### config.mk
export PLATFORM = sky130hd
export DESIGN_NAME = irq_level_arbiter
export DESIGN_NICKNAME = d
export VERILOG_FILES = /design/src/rtl/irq_arb_pkg.sv /design/src/rtl/irq_upd_delay.sv /design/src/rtl/irq_prio_pick.sv /design/src/rtl/irq_level_arbiter.sv
export SDC_FILE = /design/constraint.sdc
export NUM_CORES = 1
export LEC_CHECK = 0
export BUFFER_PORTS_ARGS = -buffer_cell sky130_fd_sc_hd__clkbuf_2
export CAP_MARGIN = 20
export CORE_MARGIN = 2
export CORE_UTILIZATION = 50
export CTS_CLUSTER_SIZE = 40
export DETAILED_ROUTE_END_ITERATION = 10
export PLACE_DENSITY = 0.72
export SLEW_MARGIN = 10
export SYNTH_ARGS = -nofsm -noshare
export SYNTH_HDL_FRONTEND = slang
export SYNTH_SLANG_ARGS = --single-unit
### constraint.sdc
create_clock -name clk -period 20.5 [get_ports clk]
set_input_delay 3.075 -clock clk [delete_from_list [all_inputs] [get_ports clk]]
set_output_delay 3.075 -clock clk [all_outputs]
set_load 0.02 [all_outputs]
### src/rtl/irq_arb_pkg.sv
// Package irq_arb_pkg
// Holds the shared level type and the helper that compares a level with the threshold.
// Assumes that levels and the threshold have the same width.
package irq_arb_pkg;
    localparam int LVL_W   = 3;
    localparam int LVL_MAX = (1 << LVL_W) - 1;

    typedef logic [LVL_W-1:0] lvl_t;

    // Returns 1 when a source level is strictly above the threshold.
    function automatic logic lvl_above(input lvl_t lvl, input lvl_t thr);
        return lvl > thr;
    endfunction
endpackage

### src/rtl/irq_upd_delay.sv
// Module irq_upd_delay
// Fixed-latency shift line for a register update with a valid bit.
// An update captured at edge k leaves the last stage after edge k+DEPTH-1,
// so a register fed from out_* takes the new value at edge k+DEPTH.
// Assumes DEPTH >= 1. Only the valid bits are reset.
module irq_upd_delay #(
    parameter int DEPTH = 2,
    parameter int W     = 3
) (
    input  logic         clk,
    input  logic         rst_n,
    input  logic         in_vld,
    input  logic [W-1:0] in_dat,
    output logic         out_vld,
    output logic [W-1:0] out_dat
);
    logic [DEPTH-1:0] vld_sr;
    logic [W-1:0]     dat_sr [DEPTH];

    // First stage captures the update strobe and its data.
    always_ff @(posedge clk) begin
        if (!rst_n) vld_sr[0] <= 1'b0;
        else        vld_sr[0] <= in_vld;
        dat_sr[0] <= in_dat;
    end

    for (genvar g = 1; g < DEPTH; g++) begin : g_stage
        // Each later stage moves the update forward by one cycle.
        always_ff @(posedge clk) begin
            if (!rst_n) vld_sr[g] <= 1'b0;
            else        vld_sr[g] <= vld_sr[g-1];
            dat_sr[g] <= dat_sr[g-1];
        end
    end

    assign out_vld = vld_sr[DEPTH-1];
    assign out_dat = dat_sr[DEPTH-1];
endmodule

### src/rtl/irq_prio_pick.sv
// Module irq_prio_pick
// Combinational winner selection. Among the eligible sources it returns the one
// with the highest level; on equal levels the lowest index is kept.
// Assumes that eligibility (enable, pending, level above threshold) is already applied.
module irq_prio_pick import irq_arb_pkg::*; #(
    parameter int NSRC  = 8,
    localparam int IDX_W = $clog2(NSRC)
) (
    input  logic [NSRC-1:0]  elig,
    input  lvl_t             lvl [NSRC],
    output logic             win_vld,
    output logic [IDX_W-1:0] win_idx,
    output lvl_t             win_lvl
);
    // Scan upward and replace the current best only on a strictly greater level.
    always_comb begin
        win_vld = 1'b0;
        win_idx = '0;
        win_lvl = '0;
        for (int i = 0; i < NSRC; i++) begin
            if (elig[i] && (!win_vld || lvl[i] > win_lvl)) begin
                win_vld = 1'b1;
                win_idx = IDX_W'(i);
                win_lvl = lvl[i];
            end
        end
    end
endmodule

### src/rtl/irq_level_arbiter.sv
// Module irq_level_arbiter (top)
// Maskable interrupt acceptance. Holds the pending bits, the per-source levels,
// the enable flag and the threshold. Threshold and level updates pass through
// fixed delay lines. The accept decision is registered as a one-cycle pulse,
// and the winner's pending bit clears on the following edge.
// Assumes NSRC >= 2. A request in the same cycle as a clear wins.
module irq_level_arbiter import irq_arb_pkg::*; #(
    parameter int NSRC    = 8,
    parameter int RET_DLY = 2,
    parameter int LD_DLY  = 3,
    parameter int LVL_DLY = 2,
    localparam int IDX_W  = $clog2(NSRC)
) (
    input  logic             clk,
    input  logic             rst_n,
    input  logic             gie_wr,
    input  logic             gie_wdata,
    input  logic             ipl_ret_wr,
    input  logic [LVL_W-1:0] ipl_ret_data,
    input  logic             ipl_ld_wr,
    input  logic [LVL_W-1:0] ipl_ld_data,
    input  logic             lvl_wr,
    input  logic [IDX_W-1:0] lvl_sel,
    input  logic [LVL_W-1:0] lvl_data,
    input  logic [NSRC-1:0]  req_set,
    output logic             acc_valid,
    output logic [IDX_W-1:0] acc_idx,
    output logic [LVL_W-1:0] ipl_cur
);
    // When both threshold paths mature together, the path with the shorter
    // delay was issued later and must win.
    localparam bit RET_FIRST = (RET_DLY <= LD_DLY);

    logic             gie_q;
    lvl_t             ipl_q;
    lvl_t             lvl_q [NSRC];
    logic [NSRC-1:0]  pend_q;

    logic             ret_vld, ld_vld, lw_vld;
    lvl_t             ret_dat, ld_dat;
    logic [IDX_W+LVL_W-1:0] lw_dat;
    logic [IDX_W-1:0] lw_idx;
    lvl_t             lw_lvl;

    logic [NSRC-1:0]  elig;
    logic             pick_vld;
    logic [IDX_W-1:0] pick_idx;
    lvl_t             pick_lvl;

    irq_upd_delay #(.DEPTH(RET_DLY), .W(LVL_W)) u_ret_dly (
        .clk(clk), .rst_n(rst_n), .in_vld(ipl_ret_wr), .in_dat(ipl_ret_data),
        .out_vld(ret_vld), .out_dat(ret_dat)
    );

    irq_upd_delay #(.DEPTH(LD_DLY), .W(LVL_W)) u_ld_dly (
        .clk(clk), .rst_n(rst_n), .in_vld(ipl_ld_wr), .in_dat(ipl_ld_data),
        .out_vld(ld_vld), .out_dat(ld_dat)
    );

    irq_upd_delay #(.DEPTH(LVL_DLY), .W(IDX_W+LVL_W)) u_lvl_dly (
        .clk(clk), .rst_n(rst_n), .in_vld(lvl_wr), .in_dat({lvl_sel, lvl_data}),
        .out_vld(lw_vld), .out_dat(lw_dat)
    );

    assign lw_idx = lw_dat[IDX_W+LVL_W-1:LVL_W];
    assign lw_lvl = lw_dat[LVL_W-1:0];

    // Global enable flag: a direct write, used from the next edge.
    always_ff @(posedge clk) begin
        if (!rst_n)      gie_q <= 1'b0;
        else if (gie_wr) gie_q <= gie_wdata;
    end

    // Threshold register: takes whichever delayed update matures, and the later-issued one on a collision.
    always_ff @(posedge clk) begin
        if (!rst_n) begin
            ipl_q <= '0;
        end else if (RET_FIRST) begin
            if (ret_vld)     ipl_q <= ret_dat;
            else if (ld_vld) ipl_q <= ld_dat;
        end else begin
            if (ld_vld)      ipl_q <= ld_dat;
            else if (ret_vld) ipl_q <= ret_dat;
        end
    end

    for (genvar s = 0; s < NSRC; s++) begin : g_src
        // Per-source level: updated when a delayed write for this index matures.
        always_ff @(posedge clk) begin
            if (!rst_n)                                 lvl_q[s] <= '0;
            else if (lw_vld && lw_idx == IDX_W'(s))     lvl_q[s] <= lw_lvl;
        end

        // Per-source pending bit: set by a request, cleared the edge after its accept pulse.
        always_ff @(posedge clk) begin
            if (!rst_n)                                 pend_q[s] <= 1'b0;
            else if (req_set[s])                        pend_q[s] <= 1'b1;
            else if (acc_valid && acc_idx == IDX_W'(s)) pend_q[s] <= 1'b0;
        end

        // Eligibility: enabled, pending, strictly above the threshold, and not in the pulse cycle.
        assign elig[s] = gie_q && pend_q[s] && !acc_valid && lvl_above(lvl_q[s], ipl_q);
    end

    irq_prio_pick #(.NSRC(NSRC)) u_pick (
        .elig(elig), .lvl(lvl_q),
        .win_vld(pick_vld), .win_idx(pick_idx), .win_lvl(pick_lvl)
    );

    // Accept pulse register: one cycle per decision, and the index is held between pulses.
    always_ff @(posedge clk) begin
        if (!rst_n) begin
            acc_valid <= 1'b0;
            acc_idx   <= '0;
        end else begin
            acc_valid <= pick_vld;
            if (pick_vld) acc_idx <= pick_idx;
        end
    end

    assign ipl_cur = ipl_q;

    // An accept requires the enable flag in the deciding cycle.
    p_gie_gate_r2: assert property (@(posedge clk) disable iff (!rst_n)
        acc_valid |-> $past(gie_q));

    // The winning level was strictly above the threshold when it was chosen.
    p_strict_above_r3: assert property (@(posedge clk) disable iff (!rst_n)
        acc_valid |-> ($past(pick_lvl) > $past(ipl_q)));

    // A threshold of 7 leaves nothing to pick.
    p_top_mask_r4: assert property (@(posedge clk) disable iff (!rst_n)
        (ipl_q == lvl_t'(LVL_MAX)) |-> !pick_vld);

    // The pulse lasts one cycle.
    p_single_pulse_r9: assert property (@(posedge clk) disable iff (!rst_n)
        acc_valid |=> !acc_valid);

    // The winner's pending bit is gone after the pulse unless it is requested again.
    p_clear_winner_r9: assert property (@(posedge clk) disable iff (!rst_n)
        (acc_valid && !req_set[acc_idx]) |=> !pend_q[$past(acc_idx)]);

    // The threshold changes only when a delayed update matures.
    p_ipl_hold_r11: assert property (@(posedge clk) disable iff (!rst_n)
        (!ret_vld && !ld_vld) |=> $stable(ipl_q));
endmodule

==> results of run 1 <==
-- metal layers --
| layer | GRT usage | vias to the layer above | share of wire |
|---|---|---|---|
| met2 | 0.319 | 84 | 0.45 |
| met1 | 0.252 | 1380 | 0.46 |
| met4 | 0.124 | 0 | 0.042 |
| met5 | 0 | - | 0 |
| met3 | 0.0432 | 21 | 0.047 |
| li1 | - | 1500 | - |
-- final timing paths --
kind,to,slack (ns)
setup / recovery,acc_idx[2],9.43
hold / removal,u_ld_dly.dat_sr[0][7],0.33
setup reg to reg,acc_idx[2],9.43
hold reg to reg,u_ld_dly.dat_sr[0][7],0.33
-- critical path: cells and delay by family (launching register included) --
| kind | cells | cell delay, ns |
|---|---|---|
| AO/OA/AOI/OAI | 33 | 6.19 |
| adder cells (fa/ha/maj) | 8 | 2.30 |
| buffers and inverters | 1 | 0.23 |
| flip-flops | 1 | 0.36 |
| AND/OR/NAND/NOR | 12 | 1.87 |
-- Yosys cell counts (2+ instances only) --
cell type	instances
ha_1	45
nand4_1	4
o21a_1	6
mux2i_1	28
a32oi_1	7
nor3b_1	2
and2_1	14
nor2_1	11
or2_2	3
a221oi_1	3
clkbuf_1	8
buf_6	2
nor3_1	4
o21ai_0	18
a31oi_1	2
nand2_1	22
a21o_1	4
dfxtp_1	74
inv_1	19
nand3_1	14
and3_1	4
a22o_1	3
o22ai_1	2
a22oi_1	6
o31ai_1	2
nor2b_1	42
nand3b_1	2
a311oi_1	2
a21oi_1	23
nand4b_1	3
-- power by group --
group	internal, uW	switching [uW]
sequential	150	4.84
combinational	11.4	12.8
clock	43.3	51.9
total	204	69.5
-- through the flow --
step | instances | cell area (sq um) | total power, uW | util | setup WS, ns
after floorplan | 395 | 3780 | 174 | - | 10.85
after global placement | 517 | 4020 | 181 | 0.551 | 10.00
after detailed placement | 517 | 4020 | 182 | 0.551 | 9.76
after CTS | 532 | 4180 | 277 | 0.573 | 9.69
after global routing | 532 | 4180 | 286 | 0.573 | 8.47
final | 532 | 4180 | 274 | 0.573 | 9.43
-- layout make-up --
| type | instances | share of cell area |
|---|---|---|
| Sequential cell | 74 | 0.354 |
| Clock buffer | 9 | 0.0296 |
| Clock inverter | 6 | 0.0102 |
| Inverter | 19 | 0.0171 |
| Tap cell | 99 | 0.0296 |
| Timing Repair Buffer | 33 | 0.0395 |
| Multi-Input combinational cell | 292 | 0.520 |
-- cell families (layout without fill, tap and decap cells) --
group           after synthesis  count (layout)
fa+ha+maj                    45              45
mux                          28              28
buf+inv                      29              67
simple gates                129             129
flops                        74              74
compound gates               90              90
-- state kept, by name, indices dropped and copies added (netlist names) --
name and flops:
u_ret_dly.vld_sr 1, u_ld_dly.vld_sr 2, u_lvl_dly.dat_sr 12, u_lvl_dly.vld_sr 1, u_ld_dly.dat_sr 9, gie_q 1
u_ret_dly.dat_sr 6, ipl_cur 3, acc_valid 1, lvl_q 24, u_ld_dly.out_vld 1, pend_q 8
acc_idx 3, u_lvl_dly.out_vld 1, u_ret_dly.out_vld 1
-- cell usage in the layout (no fill, tap or decap), drive strengths merged, types with 2 or more instances in the layout --
cell type | synthesis | final
a21o | 4 | 4
a21oi | 23 | 23
a221oi | 3 | 3
a22o | 3 | 3
a22oi | 6 | 6
a311oi | 2 | 2
a31oi | 3 | 3
a32oi | 7 | 7
and2 | 14 | 14
and3 | 4 | 4
clkbuf | 8 | 42
clkinv | 0 | 3
clkinvlp | 0 | 2
dfxtp | 74 | 74
ha | 45 | 45
inv | 19 | 20
mux2i | 28 | 28
nand2 | 22 | 22
nand3 | 14 | 14
nand3b | 2 | 2
nand4 | 4 | 4
nand4b | 3 | 3
nor2 | 11 | 11
nor2b | 43 | 43
nor3 | 4 | 4
nor3b | 2 | 2
o21a | 6 | 6
o21ai | 19 | 19
o22ai | 2 | 2
o311ai | 2 | 2
o31ai | 2 | 2
or2 | 4 | 4
==> flow_summary.yaml, run 1 <==
logic_synthesis:
  synth_top_cell_by_area: "dfxtp_1"
  ys.warnings.count: 0
  syn_area_sq_um: 3780
  ys_ff_latch: 74
  synth_area_per_cell_sq_um: 9.57
  synthMuxAreaShare: 0.0742
  synthAdderAreaFrac: 0.149
  synthFlopType: "dfxtp_1"
  synth-compound-area-share: 0.162
  synth_top_area_frac: 0.392
  synth-simple-area-share: 0.190
  ys_types: 46
  synthXorXnorAreaFrac: 0
  synthCells: 395
  syn-num-nets: 467
  synthTopCellsByArea: "dfxtp_1 (39%), ha_1 (15%), mux2i_1 (7.4%), nor2b_1 (7.0%), a21oi_1 (3.0%)"
  async_reset_ff_frac: 0
  synth_edf_count: 0
  seq_area_frac_synth: 0.392
  synth_top_family_by_area: "simple AND/OR/NAND/NOR gates"
clock_tree:
  clkSinkCount: 74
  cts_inserted_buffers: 9
  cts_buffer_depth: 2
  path_clk_slew_ns: 0.08
  cts-resized-gates: 0
  cts_tree: "done"
  ctsHoldBuffers: 0
  cts_setup_buffers: 0
  cts_htree_levels: 3
  root_buffer: "clkbuf_8"
  clk_latency_ns: 0.34
cells_and_area:
  drive_gt1_frac: 0.127
  nets: 501
  diodes: 0
  multiInputGateArea_sq_um: 2170
  layout-area-overhead-vs-synth_pct: 10.7
  regArea_sq_um: 1480
  fill_cells: 661
placed_design:
  port_buffers: 33
  detailed_place_hpwl_um: 6150
  place_congestion: 0.916
timing:
  finalSetupViolations: 0
  fin_setup_tns_ns: 0
  tightest_slew_ns: 0.942
  fin_worst_skew_ns: 0.00921
  fin_crit_ns: 11.07
  relSlewSlack: 0.372
  hold_slack_ns: 0.326
  slew_violations: 0
  fin_crit_sh: 0.540
  max_freq_mhz: 90.3
  hold_viol_final: 0
  rsz0062_at_grt: "false"
critical_path:
  r2r_cells: 54
  cp_slowest_cell: "a21oi_1"
  path_class: "reg -> reg"
  r2r-start: "ipl_cur[2]"
  required_ns: 20.70
  crit_path_start: "ipl_cur[2]"
  crit_fanout: 11
  worstSetupStartpointType: "flip-flop"
  worst_ep_arrival_time_ns: 11.27
  endpoint_kind: "flip-flop"
  max_stage_delay_ns: 0.42
global_routing:
  grt_max_degree: 49
  antenna_found_initial: 0
  track_usage: 0.202
  grt_pass1_wl_um: 13200
  first_global_vias: 2830
  grt-ovfl-total: 0
detailed_routing:
  viasPerCell: 5.61
  drtAntennaViolNets: 0
  wl_per_cell_um: 15.2
  drc: 0
  totalWireLength_um: 8080
  dr_total_vias: 2985
  dr.pass1.iters: 4
  drtIter0Drc: 242
floorplanning:
  die_y_um: 90.9
  dieArea_sq_um: 8270
  core_area_sq_um: 7290
  die_w_um: 90.9
  io_pins: 34
  start_util: 0.518
  rows: 31
hold_path:
  hold_path.startpoint: "u_ld_dly.dat_sr[0][4]"
  hp-class: "reg -> reg"
  worstHoldPathCells: 0
power_and_ir_drop:
  power.leakage_uw: 0.00173
  ir_worst_vdd_mv: 0.0699
  power_density_nw_per_um2: 65.5
flow_run:
  drv_cap: 0
run_status:
  outcome: "complete, no violations"
Power figures use the tool's default switching activity.
==> run 2: changes to the inputs <==
--- a/config.mk
+++ b/config.mk
@@ -11,7 +11,7 @@
 export CORE_UTILIZATION = 50
 export CTS_CLUSTER_SIZE = 40
 export DETAILED_ROUTE_END_ITERATION = 10
-export PLACE_DENSITY = 0.72
+export PLACE_DENSITY = 0.75
 export SLEW_MARGIN = 10
 export SYNTH_ARGS = -nofsm -noshare
 export SYNTH_HDL_FRONTEND = slang
==> constraint.sdc (replaced) <==
create_clock -name clk -period 9.25 [get_ports clk]
set_input_delay 1.3875 -clock clk [delete_from_list [all_inputs] [get_ports clk]]
set_output_delay 1.3875 -clock clk [all_outputs]
set_load 0.02 [all_outputs]
==> run 2 against run 1 <==
  * The flow now finishes with violations (setup timing)
  * Via count up 15%
  * Final area is 22% higher
  * Die area stayed put
  * Combinational power grew to 3.3 times the previous value
  * Count of clock-buffer cells in the layout did not move
  * Sequential share of layout area decreased by 6.3 points
  * Critical path depth is 1 higher
  * Clock power rose to 2.7 times the previous value
  * Total power grew 150%
  * Wire length rose by 32%
  * Clock skew fell by 0.0023 ns
  * Critical endpoint unchanged
==> flow_summary.yaml, run 2 (synthesis gave the netlist of run 1 again) <==
clock_tree:
  root_buffer: "clkbuf_8"
  ctsHoldBuffers: 0
  cts_tree: "done"
  clkSinkCount: 74
  cts_htree_levels: 3
  cts_inserted_buffers: 9
  cts_buffer_depth: 2
  clk_latency_ns: 0.34
  path_clk_slew_ns: 0.08
placed_design:
  port_buffers: 33
  place_congestion: 0.941
  place_area_sq_um: 4330
  detailed_place_hpwl_um: 6800
  pre_cts_ws_ns: -0.420
power_and_ir_drop:
  ir_worst_vdd_mv: 0.211
  power_density_nw_per_um2: 132
  power.leakage_uw: 0.00218
  power_uw: 675
timing:
  max_freq_mhz: 106
  fin_crit_ns: 9.45
  fin_crit_sh: 1.02
  hold_viol_final: 0
  finalSetupViolations: 3
  fin_setup_tns_ns: -0.577
  slew_violations: 0
  tightest_slew_ns: 1.17
  rsz0062_at_grt: "true"
  fin_worst_skew_ns: 0.00695
  fin_ws_ns: -0.201
  relSlewSlack: 0.220
global_routing:
  grt-ovfl-total: 0
  grt_max_degree: 49
  track_usage: 0.242
  grt_pass1_wl_um: 15900
  first_global_vias: 3276
  antenna_found_initial: 0
cells_and_area:
  top_regs: "lvl_q: 24 flops, u_lvl_dly.dat_sr: 12 flops, u_ld_dly.dat_sr: 9 flops"
  final_cell_mix: "dfxtp_1 (69), buf_4 (63), nor2b_1 (38)"
  layout-area-overhead-vs-synth_pct: 35.2
  final_area_sq_um: 5110
  diodes: 0
  nets: 567
  largest_reg_flops: 24
  top_register: "lvl_q"
  final_common_cell: "dfxtp_1"
  drive_gt1_frac: 0.364
critical_path:
  required_ns: 9.46
  regToRegEndpoint: "acc_idx[2]"
  critPathBufInv: 3
  crit_path_start: "ipl_cur[2]"
  path_class: "reg -> reg"
  endpoint_kind: "flip-flop"
  crit_family: "compound AO/OA/AOI/OAI gates"
  r2r_cells: 55
  r2r_slack_ns: -0.20
  crit_fanout: 4
  max_stage_delay_ns: 0.36
  cp_slowest_cell: "dfxtp_4"
  r2r-start: "ipl_cur[2]"
  worstSetupStartpointType: "flip-flop"
  worst_ep_arrival_time_ns: 9.66
flow_run:
  drv_cap: 0
detailed_routing:
  viasPerCell: 5.71
  drc: 0
  dr.pass1.iters: 4
  totalWireLength_um: 10600
  wl_per_cell_um: 17.7
  dr_total_vias: 3420
  drtIter0Drc: 208
  drtAntennaViolNets: 0
hold_path:
  hp-class: "reg -> reg"
  worstHoldPathCells: 0
  hold_path.startpoint: "u_ld_dly.dat_sr[0][3]"
  hold_path_end: "u_ld_dly.dat_sr[0][6]"
floorplanning:
  rows: 31
  core_area_sq_um: 7290
  io_pins: 34
  dieArea_sq_um: 8270
  die_w_um: 90.9
  die_y_um: 90.9
  start_util: 0.518
run_status:
  violations: "setup timing"
  outcome: "complete, but fails checks"
-- run 2: cell count changes in the layout (fill, tap and decap cells not counted), moves of 4 or more --
cell	change
a21oi_1	-6
dfxtp_2	+4
nor2b_1	-4
buf_4	+63
ha_1	-11
ha_4	+8
a32oi_2	+5
dfxtp_1	-5
a32oi_1	-5
o21ai_2	+6
a21oi_2	+6
o21ai_0	-10
nor2b_4	+4
-- run 2: area by class of cell --
type                       count  area (sq um)
multi-input combinational    292          2540
fill                         541          2180
sequential                    74          1490
timing repair buffer          99           672
clock buffer                   9           124
tap                           99           124
clock inverter                 7          82.6
inverter                      19          73.8
-- run 2: metrics by stage --
step | instances | hold WS (ns) | utilization
4_1_cts | 587 | 0.331 | 0.655
3_3_place_gp | 556 | 0.310 | 0.593
2_1_floorplan | 395 | 0.310 | -
5_1_grt | 599 | 0.332 | 0.701
6_report | 599 | 0.330 | 0.701
3_5_place_dp | 556 | 0.312 | 0.593
-- run 2: where the power goes --
group / switching (uW) / total (uW) / leakage (uW) / internal [uW]
sequential: 10.9 / 342 / 0.000614 / 331
combinational: 39.5 / 79.5 / 0.00147 / 39.9
clock: 125 / 254 / 0.0000988 / 129
total: 175 / 675 / 0.00218 / 500
-- run 2: worst max-delay path by stage --
| stage | end | slack, ns | cells after the start |
|---|---|---|---|
| finish | acc_idx[2] | -0.20 | 55 |
| global route | acc_idx[1] | -0.53 | 55 |
| CTS | acc_idx[2] | 0.02 | 54 |
| detailed placement | acc_idx[2] | -0.42 | 54 |
| global placement | acc_idx[2] | -0.04 | 56 |
| floorplan | acc_idx[2] | 0.01 | 55 |
-- run 2: metal layers --
metal / routed length [um] / track usage
met5: 0 / 0
met2: 5060 / 0.400
met4: 416 / 0.126
met1: 4630 / 0.308
met3: 511 / 0.0324
-- run 2: timing repair --
item	in CTS	in global routing
endpoints found under the hold margin	0	0
gates resized for setup	26	49
setup buffers	15	12
pin swaps	21	45
setup endpoints to repair	3	3
cloned	0	0
-- run 2: worst reg2reg max path: cells and delay by family, from the launching register on --
family	cells	cell delay [ns]
adders and majority gates	8	2.09
DFF	1	0.36
and+or+nand+nor	12	1.76
AOI/OAI and AO/OA	32	4.83
buffers and inverters	3	0.30
==> run 3: changes to the inputs <==
--- a/config.mk
+++ b/config.mk
@@ -11,7 +11,7 @@
 export CORE_UTILIZATION = 50
 export CTS_CLUSTER_SIZE = 40
 export DETAILED_ROUTE_END_ITERATION = 10
-export PLACE_DENSITY = 0.75
+export PLACE_DENSITY = 0.72
 export SLEW_MARGIN = 10
 export SYNTH_ARGS = -nofsm -noshare
 export SYNTH_HDL_FRONTEND = slang
==> constraint.sdc (replaced) <==
create_clock -name clk -period 9.7 [get_ports clk]
set_input_delay 1.455 -clock clk [delete_from_list [all_inputs] [get_ports clk]]
set_output_delay 1.455 -clock clk [all_outputs]
set_load 0.02 [all_outputs]
==> run 3 against run 2 <==
  * The flow now finishes without violations
  * Largest cell class unchanged
  * Setup slack improved by 0.38 ns
  * Critical path type unchanged
  * Sequential power shrank 5%
  * Count of clock-buffer cells in the layout stayed put
  * Maximum frequency fell by 0.70%
  * Largest power group unchanged
==> flow_summary.yaml, run 3 (synthesis gave the netlist of run 1 again) <==
critical_path:
  crit_path_start: "ipl_cur[1]"
  cp_slowest_cell: "dfxtp_2"
  r2r_slack_ns: 0.18
  endpoint: "acc_idx[2]"
  path_class: "reg -> reg"
  regToRegEndpoint: "acc_idx[2]"
  endpoint_kind: "flip-flop"
  crit_fanout: 8
  r2r_cells: 54
  max_stage_delay_ns: 0.33
  cpMostUsedCell: "ha_1"
  r2r-start: "ipl_cur[1]"
  worstSetupStartpointType: "flip-flop"
  required_ns: 9.93
  worst_ep_arrival_time_ns: 9.74
clock_tree:
  path_clk_slew_ns: 0.08
  cts_buffer_depth: 2
  ctsHoldBuffers: 0
  clkSinkCount: 74
  root_buffer: "clkbuf_8"
  clk_latency_ns: 0.35
  cts_tree: "done"
  cts_htree_levels: 3
  cts_inserted_buffers: 9
placed_design:
  place_area_sq_um: 4130
  port_buffers: 33
  pre_cts_ws_ns: -0.283
  detailed_place_hpwl_um: 6420
  place_congestion: 0.974
timing:
  max_freq_mhz: 105
  hold_viol_final: 0
  fin_ws_ns: 0.182
  fin_worst_skew_ns: 0.00605
  fin_crit_ns: 9.52
  fin_crit_sh: 0.981
  slew_violations: 0
  finalSetupViolations: 0
  relSlewSlack: 0.126
  tightest_slew_ns: 1.31
cells_and_area:
  fin_util: 0.639
  largest_reg_flops: 24
  final_cell_mix: "dfxtp_1 (72), ha_1 (42), nor2b_1 (41)"
  multiInputGateArea_sq_um: 2370
  final_common_cell: "dfxtp_1"
  drive_gt1_frac: 0.256
  top_regs: "lvl_q: 24 flops, u_lvl_dly.dat_sr: 12 flops, u_ld_dly.dat_sr: 9 flops"
  diodes: 0
  layout-area-overhead-vs-synth_pct: 23.4
  final_area_sq_um: 4660
  fill_cells: 599
  regArea_sq_um: 1480
  top_register: "lvl_q"
  nets: 532
global_routing:
  antenna_found_initial: 0
  grt_pass1_wl_um: 14600
  track_usage: 0.222
  grt-ovfl-total: 0
  grt_max_degree: 49
  first_global_vias: 2978
detailed_routing:
  drtAntennaViolNets: 0
  dr.pass1.iters: 5
  viasPerCell: 5.69
  dr_total_vias: 3209
  drc: 0
  totalWireLength_um: 9270
  wl_per_cell_um: 16.4
  drtIter0Drc: 228
floorplanning:
  dieArea_sq_um: 8270
  io_pins: 34
  start_util: 0.518
  rows: 31
  core_area_sq_um: 7290
  die_w_um: 90.9
  die_y_um: 90.9
hold_path:
  hold_path.startpoint: "u_lvl_dly.dat_sr[0][3]"
  hp-class: "reg -> reg"
power_and_ir_drop:
  power_density_nw_per_um2: 136
  power.leakage_uw: 0.00195
  ir_worst_vdd_mv: 0.123
run_status:
  outcome: "complete, no violations"
flow_run:
  drv_cap: 0
## run 3: changes by cell type in the layout (fill, tap and decap cells not counted), sizes merged
cell      before  now
buf           66   31
clkinv         0    2
clkinvlp       2    1
inv           23   22
## run 3: area by class of cell
cell class,instances,share of cell area
multi-input combinational,292,0.509
inverter,19,0.0153
timing repair buffer,64,0.0861
clock buffer,9,0.0266
tap,99,0.0266
clock inverter,7,0.0180
sequential,74,0.318
## run 3: metal layers
metal	global-route usage	up-vias	wire, um
li1	-	1567	-
met1	0.283	1498	3970
met2	0.364	118	4560
met3	0.0473	26	411
met4	0.0934	0	326
met5	0	-	0
## run 3: stage by stage
stage / instances / TNS, ns / hold WS (ns) / total power [uW]
2_1_floorplan: 395 / 0 / 0.310 / 367
3_3_place_gp: 532 / 0 / 0.310 / 384
4_1_cts: 550 / 0 / 0.333 / 633
3_5_place_dp: 532 / -0.795 / 0.313 / 387
5_1_grt: 564 / -0.846 / 0.340 / 664
6_report: 564 / 0 / 0.332 / 634
## run 3: worst min-delay path by stage
stage | endpoint | slack [ns] | cells after the start
after floorplan | u_ld_dly.dat_sr[0][3] | 0.31 | 0
after global placement | u_ret_dly.dat_sr[0][4] | 0.31 | 0
after detailed placement | u_lvl_dly.dat_sr[0][9] | 0.31 | 0
after CTS | u_lvl_dly.dat_sr[0][9] | 0.33 | 0
after global routing | u_ld_dly.dat_sr[0][3] | 0.34 | 0
final | u_lvl_dly.dat_sr[0][9] | 0.33 | 0
## run 3: worst max-delay path, delay by kind of cell, from the launching register on
kind	cells	cell delay (ns)
compound gates	30	4.28
fa+ha+maj	8	2.35
simple gates	13	2.07
buf+inv	3	0.34
flops	1	0.33
## run 3: repair_timing
| action | CTS | global route |
|---|---|---|
| setup buffers | 2 | 14 |
| setup endpoints to repair | 3 | 3 |
| pin swaps | 4 | 21 |
| gates resized for setup | 10 | 39 |
## run 3: power by group
group	internal, uW	total [uW]	switching (uW)
Sequential	316	326	9.74
Clock	123	245	122
Combinational	30.6	63.6	33.0
Total	470	634	165
